<file path="src/rtl/pwrseq_pkg.sv">
package pwrseq_pkg;

    typedef enum logic [2:0] {
        ST_PDN1 = 3'd0,
        ST_HR   = 3'd1,
        ST_PUP1 = 3'd2,
        ST_PON  = 3'd3,
        ST_PDN2 = 3'd4,
        ST_POFF = 3'd5,
        ST_PUP2 = 3'd6
    } pseq_state_t;

    // States that a hard-reset request is allowed to interrupt
    function automatic logic hrst_applies(pseq_state_t s);
        return (s != ST_PDN1) && (s != ST_HR);
    endfunction

    function automatic int unsigned cnt_width(int unsigned max_val);
        return (max_val > 1) ? $clog2(max_val + 1) : 1;
    endfunction

endpackage

</file>
<file path="src/rtl/pwrseq_tick_gen.sv">
module pwrseq_tick_gen #(
    parameter int unsigned CLKS_PER_TICK = 91000
) (
    input  logic clk,
    input  logic rst_n,
    output logic tick
);
    localparam int unsigned PW = (CLKS_PER_TICK > 1) ? $clog2(CLKS_PER_TICK) : 1;
    localparam logic [PW-1:0] LAST = PW'(CLKS_PER_TICK - 1);

    logic [PW-1:0] div_q;

    always_ff @(posedge clk or negedge rst_n) begin
        if (!rst_n) begin
            div_q <= '0;
        end else if (div_q == LAST) begin
            div_q <= '0;
        end else begin
            div_q <= div_q + 1'b1;
        end
    end

    assign tick = (div_q == LAST);

endmodule

</file>
<file path="src/rtl/pwrseq_hold_det.sv">
module pwrseq_hold_det
    import pwrseq_pkg::*;
#(
    parameter int unsigned HOLD_TICKS = 220
) (
    input  logic clk,
    input  logic rst_n,
    input  logic tick,
    input  logic btn_n,
    output logic held
);
    localparam int unsigned HW = cnt_width(HOLD_TICKS);
    localparam logic [HW-1:0] FULL = HW'(HOLD_TICKS);

    logic [HW-1:0] hold_q;

    // Counts ticks while pressed; any release clears the count.
    always_ff @(posedge clk or negedge rst_n) begin
        if (!rst_n) begin
            hold_q <= '0;
        end else if (btn_n) begin
            hold_q <= '0;
        end else if (tick && (hold_q != FULL)) begin
            hold_q <= hold_q + 1'b1;
        end
    end

    assign held = (hold_q == FULL) && !btn_n;

endmodule

</file>
<file path="src/rtl/pwrseq_dwell_timer.sv">
module pwrseq_dwell_timer
    import pwrseq_pkg::*;
#(
    parameter int unsigned SHORT_TICKS = 549,
    parameter int unsigned LONG_TICKS  = 2747
) (
    input  logic clk,
    input  logic rst_n,
    input  logic tick,
    input  logic restart,
    input  logic use_long,
    output logic expired
);
    localparam int unsigned MAXT = (LONG_TICKS > SHORT_TICKS) ? LONG_TICKS : SHORT_TICKS;
    localparam int unsigned CW   = cnt_width(MAXT);
    localparam logic [CW-1:0] SHORT_LAST = CW'(SHORT_TICKS - 1);
    localparam logic [CW-1:0] LONG_LAST  = CW'(LONG_TICKS - 1);
    localparam logic [CW-1:0] SAT        = CW'(MAXT);

    logic [CW-1:0] dwell_q;
    logic [CW-1:0] last_sel;

    always_ff @(posedge clk or negedge rst_n) begin
        if (!rst_n) begin
            dwell_q <= '0;
        end else if (restart) begin
            dwell_q <= '0;
        end else if (tick && (dwell_q != SAT)) begin
            dwell_q <= dwell_q + 1'b1;
        end
    end

    assign last_sel = use_long ? LONG_LAST : SHORT_LAST;
    assign expired  = tick && (dwell_q == last_sel);

endmodule

</file>
<file path="src/rtl/pwrseq_fsm.sv">
module pwrseq_fsm
    import pwrseq_pkg::*;
#(
    parameter int unsigned CLKS_PER_TICK = 91000,
    parameter int unsigned TICKS_1S      = 549,
    parameter int unsigned TICKS_HOLD    = 220,
    parameter int unsigned TICKS_BOOT    = 2747
) (
    input  logic clk,
    input  logic rst_n,
    input  logic btn_n,
    input  logic ext_pwr,
    input  logic keep_alive,
    input  logic uvlo,
    input  logic ldo_good,
    input  logic hard_rst_req,
    output logic ldo_en,
    output logic buck_en,
    output logic ship_mode
);
    pseq_state_t state_q;
    pseq_state_t state_d;
    logic        tick;
    logic        held;
    logic        expired;
    logic        wake;

    pwrseq_tick_gen #(
        .CLKS_PER_TICK (CLKS_PER_TICK)
    ) u_tick (
        .clk   (clk),
        .rst_n (rst_n),
        .tick  (tick)
    );

    pwrseq_hold_det #(
        .HOLD_TICKS (TICKS_HOLD)
    ) u_hold (
        .clk   (clk),
        .rst_n (rst_n),
        .tick  (tick),
        .btn_n (btn_n),
        .held  (held)
    );

    pwrseq_dwell_timer #(
        .SHORT_TICKS (TICKS_1S),
        .LONG_TICKS  (TICKS_BOOT)
    ) u_dwell (
        .clk      (clk),
        .rst_n    (rst_n),
        .tick     (tick),
        .restart  (state_d != state_q),
        .use_long (state_q == ST_PUP1),
        .expired  (expired)
    );

    assign wake = ext_pwr || held;

    // State register
    always_ff @(posedge clk or negedge rst_n) begin
        if (!rst_n) begin
            state_q <= ST_PDN1;
        end else begin
            state_q <= state_d;
        end
    end

    // Next-state logic
    always_comb begin
        state_d = state_q;
        if (hrst_applies(state_q) && hard_rst_req) begin
            state_d = ST_PDN1;
        end else begin
            unique case (state_q)
                ST_PDN1: if (expired) state_d = ST_HR;
                ST_HR:   if (wake) state_d = ST_PUP1;
                ST_PUP1: if (expired) state_d = ST_PON;
                ST_PON:  if (!keep_alive || uvlo) state_d = ST_PDN2;
                ST_PDN2: if (expired) state_d = ST_POFF;
                ST_POFF: if (wake) state_d = ST_PUP2;
                ST_PUP2: if ((keep_alive && !uvlo) || expired) state_d = ST_PON;
                default: state_d = ST_PDN1;
            endcase
        end
    end

    // Output decode
    always_comb begin
        ldo_en    = 1'b0;
        buck_en   = 1'b0;
        ship_mode = 1'b0;
        unique case (state_q)
            ST_PDN1: begin
            end
            ST_HR: begin
                ship_mode = 1'b1;
            end
            ST_PUP1, ST_PUP2: begin
                ldo_en  = 1'b1;
                buck_en = ldo_good;
            end
            ST_PON: begin
                ldo_en  = 1'b1;
                buck_en = keep_alive && !uvlo;
            end
            ST_PDN2, ST_POFF: begin
                ldo_en = 1'b1;
            end
            default: begin
            end
        endcase
    end

endmodule

</file>
<file path="config.mk">
export PLATFORM = sky130hd
export DESIGN_NAME = pwrseq_fsm
export DESIGN_NICKNAME = d
export VERILOG_FILES = /design/src/rtl/pwrseq_pkg.sv /design/src/rtl/pwrseq_tick_gen.sv /design/src/rtl/pwrseq_hold_det.sv /design/src/rtl/pwrseq_dwell_timer.sv /design/src/rtl/pwrseq_fsm.sv
export SDC_FILE = /design/constraint.sdc
export NUM_CORES = 1
export LEC_CHECK = 0
export BUFFER_PORTS_ARGS = -buffer_cell sky130_fd_sc_hd__buf_2
export CORE_MARGIN = 3
export CORE_UTILIZATION = 41
export CTS_CLUSTER_DIAMETER = 150
export CTS_CLUSTER_SIZE = 20
export DETAILED_ROUTE_END_ITERATION = 8
export GPL_TIMING_DRIVEN = 0
export PLACE_DENSITY = 0.66
export SLEW_MARGIN = 10
export SYNTH_ARGS = -nofsm -noshare
export SYNTH_HDL_FRONTEND = slang
export SYNTH_SLANG_ARGS = --single-unit
</file>
<file path="constraint.sdc">
create_clock -name clk -period 4.5 [get_ports clk]
set_input_delay 0.675 -clock clk [delete_from_list [all_inputs] [get_ports clk]]
set_output_delay 0.675 -clock clk [all_outputs]
set_load 0.02 [all_outputs]
</file>
==> flow_metrics.py, run 1 <==
metrics = {
    "outcome": {
        "status": "completed",
    },
    "synth": {
        "synth_edf_count": 0,
        "synth-compound-area-share_pct": 9.80,
        "yosys.area_share.simple_pct": 30.2,
        "netlist_instances": 252,
        "async_flop_share_pct": 100,
        "yosysUniqueCellTypes": 54,
        "synthAdderAreaFrac_pct": 2.12,
        "synth_flop_cell": "dfrtp_1",
        "synth-seq-area-share_pct": 42.4,
        "synth_top_family_by_area": "simple AND/OR/NAND/NOR gates",
        "synth_area_mm2": 0.00236,
        "syn-num-nets": 264,
        "synth_area_per_cell_um2": 9.37,
        "ys_warn_count": 0,
        "ys_seq_elements": 40,
        "muxShareOfSynthArea_pct": 2.38,
        "synthXorXnorAreaFrac_pct": 10.0,
    },
    "layout": {
        "syn_to_final_growth_pct": 10.5,
        "fin_nets": 281,
        "antenna_cells": 0,
        "drive_gt1_share_pct": 13.0,
    },
    "power": {
        "p_int_w": 0.000540,
        "seq_power_share_pct": 53.7,
        "pwr-share-comb_pct": 4.7,
        "power_frac_clock_pct": 41.6,
        "irDropWorstVdd_v": 0.000156,
        "power.total_w": 0.000689,
        "p_leak_nw": 1.11,
        "netSwitchingFraction_pct": 21.7,
        "power_density_mw_per_mm2": 264,
        "p_switching_w": 0.000149,
    },
    "detailed_routing": {
        "dr.pass1.iters": 4,
        "wl_um": 4580,
        "drt_iter0_drc": 89,
        "post_drt_wl_per_cell_um": 13.4,
        "drcViolationCount": 0,
        "ant_nets": 0,
        "via_per_inst": 5.45,
        "num_vias": 1864,
    },
    "clock_network": {
        "clock_latency_ns": 0.29,
        "htreeDepth": 2,
        "post_cts_buffers": 0,
        "path_clk_slew_ns": 0.08,
        "cts_root_buf": "clkbuf_8",
        "cts_sinks": 40,
        "cts_hold_buffers": 0,
        "ctsLongestPathBuffers": 2,
        "cts_tree": "built",
        "ctsResizeCount": 0,
        "numCtsBuffers": 5,
    },
    "min_path": {
        "hp-class": "reg2reg",
        "min_delay_path_depth": 1,
        "holdPathEnd": "u_tick.div_q[0]",
        "hp-start": "u_tick.div_q[0]",
    },
    "sta": {
        "skew_ns": 0.00379,
        "relSlewSlack_pct": 39.8,
        "fin_crit_sh_pct": 49.6,
        "rsz0062_at_grt": "no",
        "hold_viol_final": 0,
        "worst_pin_slew_ns": 0.903,
        "final.min_clock_period_ns": 2.23,
        "setup_viol": 0,
        "slew_viol_final": 0,
        "max_freq_ghz": 0.448,
        "tns_ns": 0,
    },
    "floorplanning": {
        "ios": 11,
        "initial_core_util_pct": 42.6,
        "coreArea_mm2": 0.00554,
        "die_h_um": 81.9,
        "die_area_mm2": 0.00671,
        "fp.dieW_um": 81.9,
        "fp-row-count": 27,
    },
    "worst_setup_path": {
        "critPathLaunchType": "register",
        "worstPathArrival_ns": 1.56,
        "worstSetupPathType": "reg2out",
        "cpLargestDelayFamily": "buffers and inverters",
        "rr_startpoint": "u_hold.hold_q[0]",
        "cp_slowest_stage_delay_ns": 0.47,
        "crit_chain": "clkbuf_1 -> mux2i_1 -> nor2b_1 -> buf_2",
        "crit_path_top_delay_cell": "dfrtp_1",
        "worstPathMaxFanout": 10,
        "crit_buf_inv": 2,
        "reg2reg_slack_ns": 2.41,
        "r2r-end": "u_dwell.dwell_q[11]",
        "worst-r2r-cell-count": 8,
        "cp.required_ns": 3.83,
        "worstSetupEndpointType": "output pin",
    },
    "flow_run": {
        "max-cap-violations": 0,
    },
    "global_routing": {
        "first_global_vias": 1764,
        "grt_max_degree": 41,
        "grt-ovfl-total": 0,
        "grtUsageTotal_pct": 15.4,
        "grt_antenna_before_repair": 0,
        "grt_pass1_wl_um": 8080,
    },
    "place": {
        "place_congestion": 0.797,
        "portBuffers": 10,
        "dp_hpwl_um": 3130,
    },
}
-- power groups by stage --
stage / logic [W] / clock network, W / registers [W]
after floorplan: 0.0000181 / 0 / 0.000376
after global placement: 0.0000324 / 0 / 0.000377
after detailed placement: 0.0000329 / 0 / 0.000377
after CTS: 0.0000329 / 0.000299 / 0.000370
after global routing: 0.0000372 / 0.000309 / 0.000371
final: 0.0000322 / 0.000286 / 0.000370
-- layout by cell type (no fill, tap or decap), drive strengths merged, types with 3 or more instances in the layout --
master	instances
xor2	10
nand2	20
inv	3
nor4b	3
nor4	7
xnor2	17
and3	6
dfrtp	40
nand4	8
o21ai	6
and4	3
ha	4
mux2i	3
buf	16
nor3b	3
nor2	35
nor2b	6
nand3	18
a21oi	3
nor3	13
clkbuf	12
-- state kept, by name, indices dropped and copies added, names as in the netlist --
register         count
state_q              3
u_dwell.dwell_q     12
u_tick.div_q        17
u_hold.hold_q        8
-- cell type report --
cell class,count,area (µm²)
fill,545,2930
multi-input combinational,197,1290
sequential,40,1000
tap,72,90.1
clock buffer,6,72.6
buffer,12,62.6
timing repair buffer,10,50.0
clock inverter,2,35.0
inverter,3,11.3
-- how the worst max path moves through the flow --
stage	from	endpoint	slack, ns	cells after the start
4_1_cts	state_q[0]	buck_en	2.27	4
3_3_place_gp	uvlo	buck_en	2.38	6
2_1_floorplan	uvlo	buck_en	2.49	4
6_report	state_q[0]	buck_en	2.27	4
5_1_grt	state_q[0]	buck_en	2.12	4
3_5_place_dp	uvlo	buck_en	2.37	6
-- metal layers --
metal,share of wire (%),vias to the layer above,track usage (%),wire [µm]
li1,-,938,-,-
met1,52,900,21.6,2370
met2,44,17,22.9,2020
met3,2.7,9,3.73,125
met4,1.5,0,5.32,68
met5,0,-,0,0
-- synth_stat cells, types with 3 or more instances --
| master | instances | area (µm²) |
|---|---|---|
| nor4b_1 | 3 | 26.3 |
| inv_1 | 3 | 11.3 |
| nor3_1 | 13 | 65.1 |
| nor2b_1 | 5 | 31.3 |
| mux2i_1 | 3 | 30.0 |
| nor3b_1 | 3 | 22.5 |
| and3_1 | 6 | 37.5 |
| dfrtp_1 | 40 | 1000 |
| nand3_1 | 18 | 90.1 |
| and4_1 | 3 | 26.3 |
| o21ai_0 | 6 | 30.0 |
| nand2_1 | 20 | 75.1 |
| nor2_1 | 35 | 131 |
| xnor2_1 | 17 | 149 |
| nor4_1 | 5 | 31.3 |
| clkbuf_1 | 6 | 22.5 |
| ha_1 | 4 | 50.1 |
| xor2_1 | 10 | 87.6 |
| nand4_1 | 7 | 43.8 |
-- per-stage QoR --
stage	instances	area, µm²	hold slack (ns)	worst slack (ns)	util (%)
finish	342	2610	0.465	2.27	47.1
global route	342	2610	0.489	2.12	47.1
CTS	342	2610	0.469	2.27	47.1
detailed placement	334	2500	0.458	2.37	45.2
global placement	334	2500	0.450	2.38	45.2
floorplan	252	2360	0.379	2.49	-
-- cells by family after synthesis --
kind of cell	Yosys count
buf+inv	15
fa+ha+maj	4
xor+xnor	27
simple gates	131
compound gates	30
flops	40
mux	5
No activity file was read; power rests on OpenSTA's default activity.
==> run 2, diff against run 1 <==
--- a/config.mk
+++ b/config.mk
@@ -12,7 +12,7 @@
 export CTS_CLUSTER_SIZE = 20
 export DETAILED_ROUTE_END_ITERATION = 8
 export GPL_TIMING_DRIVEN = 0
-export PLACE_DENSITY = 0.66
+export PLACE_DENSITY = 0.68
 export SLEW_MARGIN = 10
 export SYNTH_ARGS = -nofsm -noshare
 export SYNTH_HDL_FRONTEND = slang
==> constraint.sdc (replaced) <==
create_clock -name clk -period 1.8 [get_ports clk]
set_input_delay 0.27 -clock clk [delete_from_list [all_inputs] [get_ports clk]]
set_output_delay 0.27 -clock clk [all_outputs]
set_load 0.02 [all_outputs]
==> flow_metrics.py, run 2 (same netlist as run 1, synthesis figures left out) <==
metrics = {
    "sta": {
        "setup_slack_ns": -0.0695,
        "tns_ns": -0.416,
        "worst_pin_slew_ns": 0.886,
        "relSlewSlack_pct": 40.9,
        "final.min_clock_period_ns": 1.87,
        "rsz0062_at_grt": "yes",
        "setup_viol": 12,
        "skew_ns": 0.00905,
        "slew_viol_final": 0,
        "hold_viol_final": 0,
        "max_freq_ghz": 0.535,
        "fin_crit_sh_pct": 104,
    },
    "detailed_routing": {
        "drt_iter0_drc": 103,
        "ant_nets": 0,
        "post_drt_wl_per_cell_um": 14.0,
        "via_per_inst": 5.50,
        "dr.pass1.iters": 4,
        "num_vias": 1959,
        "drcViolationCount": 0,
        "wl_um": 4980,
    },
    "layout": {
        "regMostFlops": "u_tick.div_q",
        "fin_area_mm2": 0.00286,
        "layout_commonest_cell": "dfrtp_1",
        "fillCellCount": 506,
        "syn_to_final_growth_pct": 20.9,
        "multi_input_comb_area_mm2": 0.00142,
        "seq_area_mm2": 0.00101,
        "drive_gt1_share_pct": 26.1,
        "final_cell_mix": "dfrtp_1 (36), nor2_1 (32), nand2_1 (20)",
        "largest_reg_flops": 17,
        "antenna_cells": 0,
        "reg_top3": "u_tick.div_q: 17 flops, u_dwell.dwell_q: 12 flops, u_hold.hold_q: 8 flops",
        "final_cells": 356,
        "fin_nets": 296,
    },
    "worst_setup_path": {
        "cp.required_ns": 1.98,
        "worstPathMaxFanout": 3,
        "crit_buf_inv": 2,
        "worstSetupStartpoint": "u_hold.hold_q[0]",
        "crit_chain": "inv_1 -> ha_2 -> nand4_1 -> o41ai_4 -> buf_4 -> a222oi_1 -> a211o_1",
        "cpLargestDelayFamily": "compound AO/OA/AOI/OAI gates",
        "worst-path-stages": 7,
        "worstSetupEndpointType": "register",
        "critPathLaunchType": "register",
        "crit_path_top_delay_cell": "dfrtp_1",
        "rr_startpoint": "u_hold.hold_q[0]",
        "reg2reg_slack_ns": -0.07,
        "worstSetupPathType": "reg2reg",
        "worst-r2r-cell-count": 7,
        "worstPathArrival_ns": 2.05,
        "crit_end": "state_q[0]",
        "cp_slowest_stage_delay_ns": 0.39,
        "r2r-end": "state_q[0]",
    },
    "power": {
        "irDropWorstVdd_v": 0.000301,
        "power.total_w": 0.00158,
        "seq_power_share_pct": 58.4,
        "p_leak_nw": 1.21,
        "p_int_w": 0.00121,
        "pwr-share-comb_pct": 5.9,
        "p_switching_w": 0.000378,
        "netSwitchingFraction_pct": 23.9,
        "power_density_mw_per_mm2": 555,
        "power_frac_clock_pct": 35.7,
    },
    "min_path": {
        "hp-class": "in2async",
    },
    "floorplanning": {
        "initial_core_util_pct": 42.6,
        "coreArea_mm2": 0.00554,
        "fp.dieW_um": 81.9,
        "ios": 11,
        "fp-row-count": 27,
        "die_h_um": 81.9,
        "die_area_mm2": 0.00671,
    },
    "place": {
        "place_inst": 334,
        "dpl-instance-area_mm2": 0.00250,
        "place_congestion": 0.813,
        "dp_hpwl_um": 3200,
        "portBuffers": 10,
        "pre_cts_slack_ns": -0.263,
    },
    "clock_network": {
        "htreeDepth": 2,
        "path_clk_slew_ns": 0.08,
        "ctsLongestPathBuffers": 2,
        "cts_root_buf": "clkbuf_8",
        "clock_latency_ns": 0.29,
        "cts_sinks": 40,
        "numCtsBuffers": 5,
        "cts_tree": "built",
    },
    "global_routing": {
        "grt_antenna_before_repair": 0,
        "first_global_vias": 1792,
        "grt-ovfl-total": 0,
        "grtUsageTotal_pct": 15.7,
        "grt_pass1_wl_um": 8250,
        "grt_max_degree": 41,
    },
    "outcome": {
        "status": "finished, violations left",
        "violations": "setup timing",
    },
    "flow_run": {
        "max-cap-violations": 0,
    },
}
==> run 2: cell types whose count changed in the layout (fill, tap and decap cells not counted), sizes merged <==
| cell | delta |
|---|---|
| buf | +16 |
| clkbuf | -1 |
| bufinv | -1 |
==> run 2: layer usage <==
layer / track usage (%) / routed length [µm] / share of wire [%] / vias up
met5: 0 / 0 / 0 / -
met4: 4.49 / 62 / 1.2 / 0
met3: 3.62 / 132 / 2.7 / 8
met2: 24.6 / 2430 / 49 / 19
met1: 21.7 / 2350 / 47 / 961
li1: - / - / - / 971
==> run 2: worst min path at each step <==
stage | from | slack [ns] | to
final | rst_n | 0.1 | u_tick.div_q[7]
after global routing | rst_n | 0.18 | u_tick.div_q[7]
after CTS | rst_n | 0.14 | u_tick.div_q[7]
after detailed placement | rst_n | 0.45 | u_tick.div_q[9]
after global placement | u_tick.div_q[0] | 0.45 | u_tick.div_q[0]
after floorplan | rst_n | -0.03 | state_q[0]
==> run 2: final cells by class <==
cell class	instances	area share [%]
multi-input cells	197	49.7
flip-flops and latches	40	35.2
repair buffers	25	5.83
well taps	72	3.16
plain buffers	12	2.94
clock buffers	6	2.54
inverters	3	0.394
clock inverters	1	0.175
==> run 2: through the flow <==
stage	utilization (%)	hold WS [ns]
final	51.5	0.0951
after global routing	51.5	0.177
after CTS	49.3	0.139
after detailed placement	45.2	0.454
after global placement	45.2	0.448
after floorplan	-	-0.0256
==> run 2: repair_timing <==
| action | in CTS | in global routing |
|---|---|---|
| setup buffers | 7 | 8 |
| endpoints found under the hold margin | 0 | 0 |
| pin swaps | 9 | 10 |
| hold buffers | 0 | 0 |
| setup endpoints to repair | 26 | 21 |
| gates resized for setup | 24 | 18 |
==> run 2: power by group through the flow <==
stage	clock, W	combinational (W)	sequential, W
floorplan	0	0.0000452	0.000940
global placement	0	0.0000808	0.000943
detailed placement	0	0.0000826	0.000943
CTS	0.000585	0.0000922	0.000924
global route	0.000627	0.000106	0.000927
finish	0.000566	0.0000931	0.000925
==> run 3, diff against run 2 <==
--- a/config.mk
+++ b/config.mk
@@ -11,8 +11,8 @@
 export CTS_CLUSTER_DIAMETER = 150
 export CTS_CLUSTER_SIZE = 20
 export DETAILED_ROUTE_END_ITERATION = 8
-export GPL_TIMING_DRIVEN = 0
 export PLACE_DENSITY = 0.68
+export RECOVER_POWER = 50
 export SLEW_MARGIN = 10
 export SYNTH_ARGS = -nofsm -noshare
 export SYNTH_HDL_FRONTEND = slang
==> flow_metrics.py, run 3 (same netlist as run 1, synthesis figures left out) <==
metrics = {
    "global_routing": {
        "grt_pass1_wl_um": 8690,
        "grt_antenna_before_repair": 0,
        "first_global_vias": 1830,
        "grt-ovfl-total": 0,
        "grtUsageTotal_pct": 16.9,
        "grt_max_degree": 41,
    },
    "worst_setup_path": {
        "crit_path_top_delay_cell": "or4b_4",
        "worstSetupPathType": "reg2reg",
        "critPathLaunchType": "register",
        "worstPathMaxFanout": 9,
        "cpLargestDelayFamily": "simple AND/OR/NAND/NOR gates",
        "cp_slowest_stage_delay_ns": 0.54,
        "crit_chain": "or4b_4 -> nor4_2 -> a31o_2 -> a41o_1 -> buf_12 -> nor2_1",
        "cp.required_ns": 1.98,
        "reg2reg_slack_ns": -0.01,
        "crit_buf_inv": 1,
        "worstPathArrival_ns": 1.99,
        "worstSetupEndpointType": "register",
    },
    "sta": {
        "skew_ns": 0.00556,
        "final.min_clock_period_ns": 1.81,
        "setup_slack_ns": -0.0126,
        "rsz0062_at_grt": "yes",
        "max_freq_ghz": 0.552,
        "slew_viol_final": 0,
        "setup_viol": 7,
        "hold_viol_final": 0,
        "relSlewSlack_pct": 31.3,
        "worst_pin_slew_ns": 1.03,
        "fin_crit_sh_pct": 101,
    },
    "place": {
        "dpl-instance-area_mm2": 0.00277,
        "dp_hpwl_um": 3720,
        "portBuffers": 10,
        "place_congestion": 0.823,
        "pre_cts_slack_ns": -0.0844,
        "place_inst": 364,
    },
    "detailed_routing": {
        "wl_um": 5350,
        "post_drt_wl_per_cell_um": 14.3,
        "topRoutingLayerUsed": "met4",
        "dr.pass1.iters": 4,
        "ant_nets": 0,
        "via_per_inst": 5.34,
        "dr_wl_met3_um": 142,
        "met2_length_um": 2620,
        "num_vias": 2001,
        "met1_length_um": 2530,
        "drt_iter0_drc": 131,
        "drcViolationCount": 0,
    },
    "clock_network": {
        "cts_hold_buffers": 0,
        "htreeDepth": 2,
        "cts_root_buf": "clkbuf_8",
        "cts_sinks": 40,
        "numCtsBuffers": 5,
        "cts_tree": "built",
        "path_clk_slew_ns": 0.08,
        "clock_latency_ns": 0.29,
        "ctsLongestPathBuffers": 2,
    },
    "flow_run": {
        "max-cap-violations": 0,
    },
    "floorplanning": {
        "die_area_mm2": 0.00671,
        "fp-row-count": 27,
        "fp.dieW_um": 81.9,
        "initial_core_util_pct": 42.6,
        "coreArea_mm2": 0.00554,
        "ios": 11,
        "die_h_um": 81.9,
    },
    "layout": {
        "regMostFlops": "u_tick.div_q",
        "drive_gt1_share_pct": 29.7,
        "largest_reg_flops": 17,
        "final_core_utilization_pct": 54.5,
        "final_cell_mix": "buf_4 (41), dfrtp_1 (40), nor2_1 (34)",
        "fin_area_mm2": 0.00302,
        "reg_top3": "u_tick.div_q: 17 flops, u_dwell.dwell_q: 12 flops, u_hold.hold_q: 8 flops",
        "syn_to_final_growth_pct": 27.9,
        "layout_commonest_cell": "buf_4",
        "final_cells": 375,
        "antenna_cells": 0,
        "fillCellCount": 524,
        "fin_nets": 314,
    },
    "power": {
        "power.total_w": 0.00184,
        "irDropWorstVdd_v": 0.000280,
        "p_leak_nw": 1.32,
        "power_density_mw_per_mm2": 608,
    },
    "min_path": {
        "hp-class": "in2async",
    },
    "outcome": {
        "violations": "setup timing",
        "status": "finished, violations left",
    },
}
-- run 3: changes by cell type in the layout (fill, tap and decap cells not counted), moves of 2 or more --
cell      delta
ha_2         -2
nor3_4       -3
clkbuf_8     +2
nor2_2       -2
buf_4       +25
nor3_1       +2
clkbuf_1     -4
dfrtp_2      -4
nor2_1       +2
dfrtp_1      +4
ha_1         +2
buf_2        -2
nor4_2       +3
nor4_1       -3
-- run 3: cell type report --
cell class | count | area [µm²] | area share, %
clock buffers | 7 | 96.3 | 3.19
clock inverters | 1 | 30.0 | 0.994
flip-flops and latches | 40 | 1000 | 33.1
repair buffers | 55 | 405 | 13.4
well taps | 72 | 90.1 | 2.98
multi-input cells | 197 | 1390 | 45.9
inverters | 3 | 11.3 | 0.373
-- run 3: path summary, 6_finish.rpt --
check,start,endpoint,cells after the start
setup / recovery,u_dwell.dwell_q[4],u_dwell.dwell_q[9],6
hold / removal,rst_n,u_tick.div_q[1],2
setup reg to reg,u_dwell.dwell_q[4],u_dwell.dwell_q[9],6
hold reg to reg,u_tick.div_q[0],u_tick.div_q[0],1
max in group asynchronous,rst_n,state_q[2],2
min in group clk,btn_n,u_hold.hold_q[0],3
-- run 3: repair_timing --
action,CTS,global route
pin swaps,3,4
setup endpoints to repair,11,22
resized for setup,6,15
buffers inserted,1,2
hold endpoints to repair,0,0
-- run 3: report_power, final --
part,internal (W),switching (W)
Clock,0.000490,0.000320
Sequential,0.000910,0.0000132
Combinational,0.0000388,0.0000647
Total,0.00144,0.000398
-- run 3: through the flow --
stage	TNS (ns)	hold slack [ns]
floorplan	0	-0.0256
global route	-1.37	0.304
CTS	-0.179	0.0503
global placement	0	0.360
detailed placement	-0.157	0.372
finish	-0.0444	0.227
-- run 3: per-layer routing --
metal  GRT usage (%)  up-vias
met5               0        -
met4            3.99        0
met3            3.95        6
met2            26.3       19
met1            23.7      972
li1                -     1004
